`src/rtl/vecirq_pkg.sv`:
```
// Shared constants and types for the vectored interrupt byte port.
// Assumes register offsets are even and fit in a 3-bit window.
package vecirq_pkg;
    localparam int OFF_IN   = 0;
    localparam int OFF_OUT  = 2;
    localparam int OFF_STAT = 4;
    localparam int OFF_VEC  = 6;

    localparam int ST_SIN   = 0;
    localparam int ST_SOUT  = 1;
    localparam int ST_IEIN  = 2;
    localparam int ST_IEOUT = 3;
    localparam int ST_PEND  = 4;
    localparam int ST_OVR   = 7;

    typedef struct packed {
        logic rd_in;
        logic wr_out;
        logic rd_stat;
        logic wr_stat;
        logic rd_vec;
        logic wr_vec;
    } bus_hits_t;
endpackage

```
`src/rtl/vecirq_decode.sv`:
```
// Address decoder: turns a processor access into one register strobe.
// Assumes ADDR_W > 3; addresses outside BASE..BASE+7 or at odd or unused
// offsets produce no strobe.
module vecirq_decode
    import vecirq_pkg::*;
#(
    parameter int ADDR_W = 16,
    parameter logic [ADDR_W-1:0] BASE = '0
) (
    input  logic              sel,
    input  logic              wr,
    input  logic [ADDR_W-1:0] addr,
    output bus_hits_t         hits
);
    logic [ADDR_W-1:0] off;
    logic              in_win;

    // Window test and strobe generation.
    always_comb begin
        off    = addr - BASE;
        in_win = sel && (addr >= BASE) && (off[ADDR_W-1:3] == '0);
        hits.rd_in   = in_win && !wr && (off[2:0] == 3'(OFF_IN));
        hits.wr_out  = in_win &&  wr && (off[2:0] == 3'(OFF_OUT));
        hits.rd_stat = in_win && !wr && (off[2:0] == 3'(OFF_STAT));
        hits.wr_stat = in_win &&  wr && (off[2:0] == 3'(OFF_STAT));
        hits.rd_vec  = in_win && !wr && (off[2:0] == 3'(OFF_VEC));
        hits.wr_vec  = in_win &&  wr && (off[2:0] == 3'(OFF_VEC));
    end
endmodule

```
`src/rtl/vecirq_rx.sv`:
```
// Receive holding register with full flag and sticky overrun.
// Assumes the device stream never waits: every offered byte is taken or
// dropped. An arrival in the same cycle as a processor read is kept.
module vecirq_rx #(
    parameter int DW = 8
) (
    input  logic          clk,
    input  logic          rst_n,
    input  logic          rx_valid,
    input  logic [DW-1:0] rx_data,
    input  logic          rd_in,
    input  logic          ovr_clr,
    output logic          rx_ready,
    output logic          full,
    output logic [DW-1:0] hold,
    output logic          ovr
);
    logic drop;

    assign rx_ready = 1'b1;
    assign drop     = rx_valid && full && !rd_in;

    // Load, empty and overrun tracking.
    always_ff @(posedge clk) begin
        if (!rst_n) begin
            full <= 1'b0;
            hold <= '0;
            ovr  <= 1'b0;
        end else begin
            if (rx_valid && (!full || rd_in)) begin
                hold <= rx_data;
                full <= 1'b1;
            end else if (rd_in) begin
                full <= 1'b0;
            end
            if (drop)         ovr <= 1'b1;
            else if (ovr_clr) ovr <= 1'b0;
        end
    end

    assert_overrun_keeps_byte_R3: assert property (@(posedge clk) disable iff (!rst_n)
        (rx_valid && full && !rd_in) |=> ($stable(hold) && ovr && full));
    assert_read_empties_R2: assert property (@(posedge clk) disable iff (!rst_n)
        (rd_in && !rx_valid) |=> !full);
endmodule

```
`src/rtl/vecirq_tx.sv`:
```
// Send holding register presented as a valid/ready stream.
// Assumes writes while a byte is still waiting are discarded.
module vecirq_tx #(
    parameter int DW = 8
) (
    input  logic          clk,
    input  logic          rst_n,
    input  logic          wr_out,
    input  logic [DW-1:0] wdata,
    input  logic          tx_ready,
    output logic          tx_valid,
    output logic [DW-1:0] tx_data,
    output logic          sout
);
    logic busy;

    assign tx_valid = busy;
    assign sout     = !busy;

    // Capture on write when idle, release on handshake.
    always_ff @(posedge clk) begin
        if (!rst_n) begin
            busy    <= 1'b0;
            tx_data <= '0;
        end else if (busy) begin
            if (tx_ready) busy <= 1'b0;
        end else if (wr_out) begin
            busy    <= 1'b1;
            tx_data <= wdata;
        end
    end

    assert_tx_hold_R4: assert property (@(posedge clk) disable iff (!rst_n)
        (tx_valid && !tx_ready) |=> (tx_valid && $stable(tx_data)));
    assert_tx_release_R4: assert property (@(posedge clk) disable iff (!rst_n)
        (tx_valid && tx_ready) |=> sout);
endmodule

```
`src/rtl/vecirq_intr.sv`:
```
// Interrupt request generation and daisy-chain acknowledge handling.
// Assumes ack_in is a level held for at least one clock; a served request
// stays quiet until its pending condition drops and returns.
module vecirq_intr #(
    parameter int DW = 8
) (
    input  logic          clk,
    input  logic          rst_n,
    input  logic          sin,
    input  logic          sout,
    input  logic          ie_in,
    input  logic          ie_out,
    input  logic          ack_in,
    input  logic [DW-1:0] vector,
    output logic          pend,
    output logic          irq_req,
    output logic          ack_out,
    output logic          vec_valid,
    output logic [DW-1:0] vec_data
);
    logic served;
    logic take;

    // Request and chain steering.
    always_comb begin
        pend      = (sin && ie_in) || (sout && ie_out);
        irq_req   = pend && !served;
        take      = ack_in && irq_req;
        ack_out   = ack_in && !take;
        vec_valid = take;
        vec_data  = take ? vector : '0;
    end

    // Remember that the current pending episode was acknowledged.
    always_ff @(posedge clk) begin
        if (!rst_n)    served <= 1'b0;
        else if (!pend) served <= 1'b0;
        else if (take)  served <= 1'b1;
    end

    assert_ack_quiets_R6: assert property (@(posedge clk) disable iff (!rst_n)
        (ack_in && irq_req) |=> !irq_req);
    assert_chain_exclusive_R7: assert property (@(posedge clk) disable iff (!rst_n)
        !(vec_valid && ack_out));
    assert_chain_pass_R7: assert property (@(posedge clk) disable iff (!rst_n)
        (ack_in && !irq_req) |-> (ack_out && !vec_valid));
endmodule

```
`src/rtl/vecirq_dev.sv`:
```
// Top of the vectored interrupt byte port: register file, read mux and
// wiring of decode, receive, send and interrupt parts.
// Assumes a single-cycle processor access; reads have their side effects
// at the clock edge that ends the access.
module vecirq_dev
    import vecirq_pkg::*;
#(
    parameter int ADDR_W = 16,
    parameter logic [ADDR_W-1:0] BASE = 16'h8000,
    parameter logic [7:0] RESET_VEC = 8'h0F
) (
    input  logic              clk,
    input  logic              rst_n,
    input  logic              cpu_sel,
    input  logic              cpu_wr,
    input  logic [ADDR_W-1:0] cpu_addr,
    input  logic [7:0]        cpu_wdata,
    output logic [7:0]        cpu_rdata,
    input  logic              rx_valid,
    input  logic [7:0]        rx_data,
    output logic              rx_ready,
    output logic              tx_valid,
    output logic [7:0]        tx_data,
    input  logic              tx_ready,
    output logic              irq_req,
    input  logic              ack_in,
    output logic              ack_out,
    output logic              vec_valid,
    output logic [7:0]        vec_data
);
    localparam int DW = 8;

    bus_hits_t     hits;
    logic          sin, sout, ovr, pend;
    logic [DW-1:0] rx_hold;
    logic          ie_in, ie_out;
    logic [DW-1:0] vec_q;
    logic [DW-1:0] status;

    vecirq_decode #(.ADDR_W(ADDR_W), .BASE(BASE)) u_dec (
        .sel(cpu_sel), .wr(cpu_wr), .addr(cpu_addr), .hits(hits)
    );

    vecirq_rx #(.DW(DW)) u_rx (
        .clk(clk), .rst_n(rst_n), .rx_valid(rx_valid), .rx_data(rx_data),
        .rd_in(hits.rd_in), .ovr_clr(hits.wr_stat && cpu_wdata[ST_OVR]),
        .rx_ready(rx_ready), .full(sin), .hold(rx_hold), .ovr(ovr)
    );

    vecirq_tx #(.DW(DW)) u_tx (
        .clk(clk), .rst_n(rst_n), .wr_out(hits.wr_out), .wdata(cpu_wdata),
        .tx_ready(tx_ready), .tx_valid(tx_valid), .tx_data(tx_data), .sout(sout)
    );

    vecirq_intr #(.DW(DW)) u_irq (
        .clk(clk), .rst_n(rst_n), .sin(sin), .sout(sout), .ie_in(ie_in),
        .ie_out(ie_out), .ack_in(ack_in), .vector(vec_q), .pend(pend),
        .irq_req(irq_req), .ack_out(ack_out), .vec_valid(vec_valid),
        .vec_data(vec_data)
    );

    // Enable bits and vector register, written by the processor.
    always_ff @(posedge clk) begin
        if (!rst_n) begin
            ie_in  <= 1'b0;
            ie_out <= 1'b0;
            vec_q  <= RESET_VEC;
        end else begin
            if (hits.wr_stat) begin
                ie_in  <= cpu_wdata[ST_IEIN];
                ie_out <= cpu_wdata[ST_IEOUT];
            end
            if (hits.wr_vec) vec_q <= cpu_wdata;
        end
    end

    // Status byte assembly.
    always_comb begin
        status           = '0;
        status[ST_SIN]   = sin;
        status[ST_SOUT]  = sout;
        status[ST_IEIN]  = ie_in;
        status[ST_IEOUT] = ie_out;
        status[ST_PEND]  = pend;
        status[ST_OVR]   = ovr;
    end

    // Read data mux; unmapped reads return zero.
    always_comb begin
        cpu_rdata = '0;
        if (hits.rd_in)   cpu_rdata = rx_hold;
        if (hits.rd_stat) cpu_rdata = status;
        if (hits.rd_vec)  cpu_rdata = vec_q;
    end

    assert_single_strobe_R1: assert property (@(posedge clk) disable iff (!rst_n)
        $onehot0(hits));
    assert_vector_write_R8: assert property (@(posedge clk) disable iff (!rst_n)
        hits.wr_vec |=> (vec_q == $past(cpu_wdata)));
endmodule

```
`config.mk`:
```
export PLATFORM = sky130hd
export DESIGN_NAME = vecirq_dev
export DESIGN_NICKNAME = d
export VERILOG_FILES = /design/src/rtl/vecirq_pkg.sv /design/src/rtl/vecirq_decode.sv /design/src/rtl/vecirq_rx.sv /design/src/rtl/vecirq_tx.sv /design/src/rtl/vecirq_intr.sv /design/src/rtl/vecirq_dev.sv
export SDC_FILE = /design/constraint.sdc
export NUM_CORES = 1
export LEC_CHECK = 0
export ABC_AREA = 1
export BUFFER_PORTS_ARGS = -buffer_cell sky130_fd_sc_hd__buf_4
export CORE_ASPECT_RATIO = 1.1
export CORE_UTILIZATION = 40
export DETAILED_ROUTE_END_ITERATION = 10
export GPL_ROUTABILITY_DRIVEN = 0
export PLACE_DENSITY_LB_ADDON = 0.1
export SYNTH_ARGS = -nofsm -noshare
export SYNTH_HDL_FRONTEND = slang
export SYNTH_HIERARCHICAL = 1
export SYNTH_SLANG_ARGS = --single-unit
export TNS_END_PERCENT = 30
```
`constraint.sdc`:
```
create_clock -name clk -period 3.3 [get_ports clk]
set_input_delay 0.99 -clock clk [delete_from_list [all_inputs] [get_ports clk]]
set_output_delay 0.99 -clock clk [all_outputs]
set_load 0.02 [all_outputs]
```
; Word-level counts from Yosys, hierarchy flattened
; Index checks and enable logic that the tools add are counted.
; W data, S select, Z words.
[totals]
ff_bits = 30
input_bits = 39
out_inout_bits = 29
wordCells = 59
[classes]
n_addsub = 1
n_lt_le_gt_ge = 1
n_eq_ne = 3
n_mux = 11
bitwise_logic = 1
n_reduce_logical = 33
[ops]
columns = cell, count
row1 = $mux W8, 4
row2 = $logic_and A1 B1 Y1, 19
row3 = $ge A16 B16 Y1 const B, 1
row4 = $sub A16 B16 Y16 const B, 1
row5 = $logic_not A13 Y1, 1
row6 = $mux W1, 7
row7 = $eq A3 B3 Y1 const B, 2
row8 = $logic_not A1 Y1, 6
row9 = $reduce_and A2 Y1, 2
row10 = $reduce_bool A2 Y1, 2
row11 = $eq A3 B2 Y1 const B, 1
row12 = $logic_not A3 Y1, 1
row13 = $logic_or A1 B1 Y1, 2
row14 = $not A1 Y1, 1

; Depth between registers and ports, before layout
[depth]
word_depth = 8
ltp_mapped = 12
ltp_nobuf = 11

; Modules after synthesis
; The synthesis kept the hierarchy.
[modules_own_cells]
columns = mod, n_inst, cells_per_inst, area_per_inst_um2, seq_area_each_um2
row1 = vecirq_dev, 1, 99, 573.0, 200.2
row2 = vecirq_rx, 1, 65, 480.5, 200.2
row3 = vecirq_tx, 1, 58, 394.1, 180.2
row4 = vecirq_intr, 1, 29, 143.9, 20.0
row5 = vecirq_decode, 1, 30, 122.6, 0.0

; Worst setup path before layout
; Ideal clock, no wire load.
[synth_timing]
path_type = input to output
start = input cpu_addr[4]
end = output cpu_rdata[0]
arrival_time_ns = 2.219
t_required_ns = 2.310
slack_ns = 0.091
cell_stages = 9
path_buffers = 1
cell_sequence = or2_0 > nor2_1 > nand3_1 > nor2_1 > buf_6 > nand2_1 > nand2_1 > nor2_1 > nor2_1
[synth_lines]
columns = item, line_no
row1 = from (decl), vecirq_dev.sv:16  ; input logic [ADDR_W-1:0] cpu_addr,
row2 = to (decl), vecirq_dev.sv:18  ; output logic [7:0] cpu_rdata,

==> metrics.md <==
| Metric | Value |
|---|---|
| Post-synthesis register bit count | 30 |
| Crit path largest cell delay | approximately 0.21 ns |
| Global route overflow | 0 |
| Post-Syn Area | between 1500 and 2000 um2 |
| Setup WS post-layout | 0.0240 ns |
| Setup Skew | approximately 0.0056 ns |
| Final Slew Violations | 0 |
| Antenna violations before repair | 0 |
| Busiest grt layer | met2 |
| Utilization after layout | 60.1% |
| Placement Setup Slack | -0.0114 ns |
| Post-route ant nets | 0 |
| Most frequent CP cell | nor2_1 |
| CP Launch Type | primary input |
| Die area | 4550 um2 |
| Clock sinks | 30 |
| Top post-synthesis cells by area | dfxtp_1 (35%), nor2_1 (18%), nand2_1 (12%) |
| Die Height | 70.7 um |
| Period utilization | 99.3% |
| Ratio of cells with drive above 1 in the final layout | 30.3% |
| Nets | 395 |
| Max Root-Sink Buffers | 2 |
| Met1 Use GR | 22.9% |
| Routing usage on met2 | 34.3% |
| Main synth FF type | dfxtp_1 |
| # setup viols final | 0 |
| Met3 Use GR | under 10% |
| Mapped Cells | around 280 |
| Register area share after synthesis | a little over a third |
| Post-detail-place hpwl | 2.87 mm |
| Status | completed |
| Avg Cell Area, Syn | 6.10 um2 |
| Worst path required time | 2.31 ns |
| Syn nets | 320 |
| Tot GR Track Use | about a fifth |
| Port bufs | 66 |
| Worst Reg-to-Reg Cells | 3 |
| CP endpoint kind | output pin |
| Top-area cell type share of the netlist area | 35.0% |
| TritonCTS clock tree | done |
| Final worst path period need | 3.28 ns |
| P&R area growth vs syn | 41.0% |
| Yosys warns | 6 |
| Min Hold Slack | between 0.4 and 0.5 ns |
| Top Ports | a little under 70 |
| Die Width | 64.4 um |
| H-tree depth | 2 |
| Post-Route WL | 3.97 mm |
| Fmax | 0.305 GHz |
| Starting DRT DRC Count | 64 |
| First-pass GRT wire length | roughly 7.0 mm |
| Max-Cap Viols | 0 |
| PwrDens | 318 nW/um2 |
| Clk pin slew, worst setup/hold paths | 0.06 ns |
| Post-synth top area cell | dfxtp_1 |
| Worst-Skew Late Latency | ~0.28 ns |
| Crit-path slowest cell | or2_0 |
| Crit-path cells | buf_4 > or2_0 > nor2_2 > nand3_2 > nor2_2 > buf_6 > nand2_1 > nor2_1 > nor2_1 > nor2_1 > buf_4 |
| Via count | 1787 |
| Peak supply drop | 0.000248 V |
| Site row count | 24 |
| Final hold vios | 0 |
| # DRC | 0 |
| HP Class | reg -> reg |
| Pwr Total | 768 uW |
| Yosys cell types | 20 |
| CTS buffer count | 5 |
| Clk root buf | clkbuf_8 |
| FFs w/ async S/R, synth | 0% |
| Number of flops mapped to enable cells by yosys | 0 |
| Critical path arrival | 2.29 ns |
| Initial Util | 42.6% |
| Vias per Instance | 4.37 |
| Hold path cells | 2 |
| CP Class | in -> out |
| DR WL/cell | 9.70 um |
| Core area | roughly 4000 um2 |
| Worst Path Max Fanout | 8 |
| Largest net degree at the start of global routing | 30 |
| Vias in the first global route | 1653 |
| First-pass DRT Iterations | 4 |
| Inserted Diodes | 0 |
| Cell leakage power | 0.00131 uW |
| Unrepaired setup endpoints after global routing | true |
| Fill cells | roughly 430 |
## cell families (layout without fill, tap and decap cells)
logic type / count (synthesis) / in the layout / share of synthesized area [%]
simple gates: 174 / 174 / 42.5
compound gates: 19 / 19 / 5.69
flops: 30 / 30 / 35.0
other cells: 1 / 1 / 0.219
buf+inv: 57 / 133 / 16.6
## critical path, delay by kind of cell
kind	cells	cell delay (ns)
and+or+nand+nor	8	0.91
buffers and inverters	3	0.39
## flip-flops by register name, summed over array words and instances, names as in the netlist
| register | cells |
|---|---|
| ie_in | 1 |
| ie_out | 1 |
| u_irq/served | 1 |
| u_rx/full | 1 |
| u_rx/hold | 8 |
| u_rx/ovr | 1 |
| u_tx/tx_data | 8 |
| u_tx/tx_valid | 1 |
| vec_q | 8 |
## per-stage QoR
| stage | instance area, um2 | TNS [ns] | cells |
|---|---|---|---|
| after floorplan | 1710 | 0 | 281 |
| after global routing | 2420 | -0.559 | 409 |
| final | 2420 | 0 | 409 |
| after global placement | 2180 | -0.000975 | 390 |
| after CTS | 2370 | 0 | 409 |
| after detailed placement | 2180 | -0.0213 | 390 |
## repair_timing
action	4_1_cts	5_1_grt
buffers inserted	11	0
resized for setup	6	14
pin swaps	7	4
endpoints found under the setup margin	5	25
hold buffers	0	0
## cell type report
type                    instances  area, um2  area share [%]
clock buffers                   6       82.6            3.42
clock inverters                 2       12.5           0.518
inverters                      46        173            7.14
multi-input cells             194        872            36.1
flip-flops and latches         30        601            24.8
well taps                      52       65.1            2.69
repair buffers                 79        612            25.3
## worst paths after layout
check / start / slack [ns] / to
max: cpu_addr[4] / 0.02 / cpu_rdata[1]
min: u_rx/ovr / 0.46 / u_rx/ovr
max reg2reg: u_rx/full / 2.41 / u_rx/hold[7]
min reg2reg: u_rx/ovr / 0.46 / u_rx/ovr
## report_power, final
part	switching (uW)	total [uW]	internal, uW
sequential	5.44	377	371
combinational	40.3	86.9	46.6
clock	137	304	167
## per-layer routing
| layer | part of all wire [%] | up-vias |
|---|---|---|
| met3 | 3.5 | 4 |
| met2 | 49 | 33 |
| met4 | 0.98 | 0 |
| met1 | 46 | 765 |
| met5 | 0 | - |
| li1 | - | 985 |
## cells in the mapped netlist (2+ instances only)
cell and number:
nor2_1 84, nand2_1 56, inv_1 43, dfxtp_1 30
nand3_1 28, a21oi_1 11, buf_6 7, o21ai_0 7
inv_2 3, buf_2 2
## cells in the final DEF, fill, tap and decap left out, drive strengths merged
cell type	Yosys	routed
a21boi	1	1
a21oi	11	11
buf	11	79
clkbuf	0	6
clkinv	0	1
clkinvlp	0	1
conb	1	1
dfxtp	30	30
inv	46	46
nand2	58	58
nand3	30	30
nor2	85	85
o21ai	7	7
or2	1	1
No activity file was read; power rests on OpenSTA's default activity.
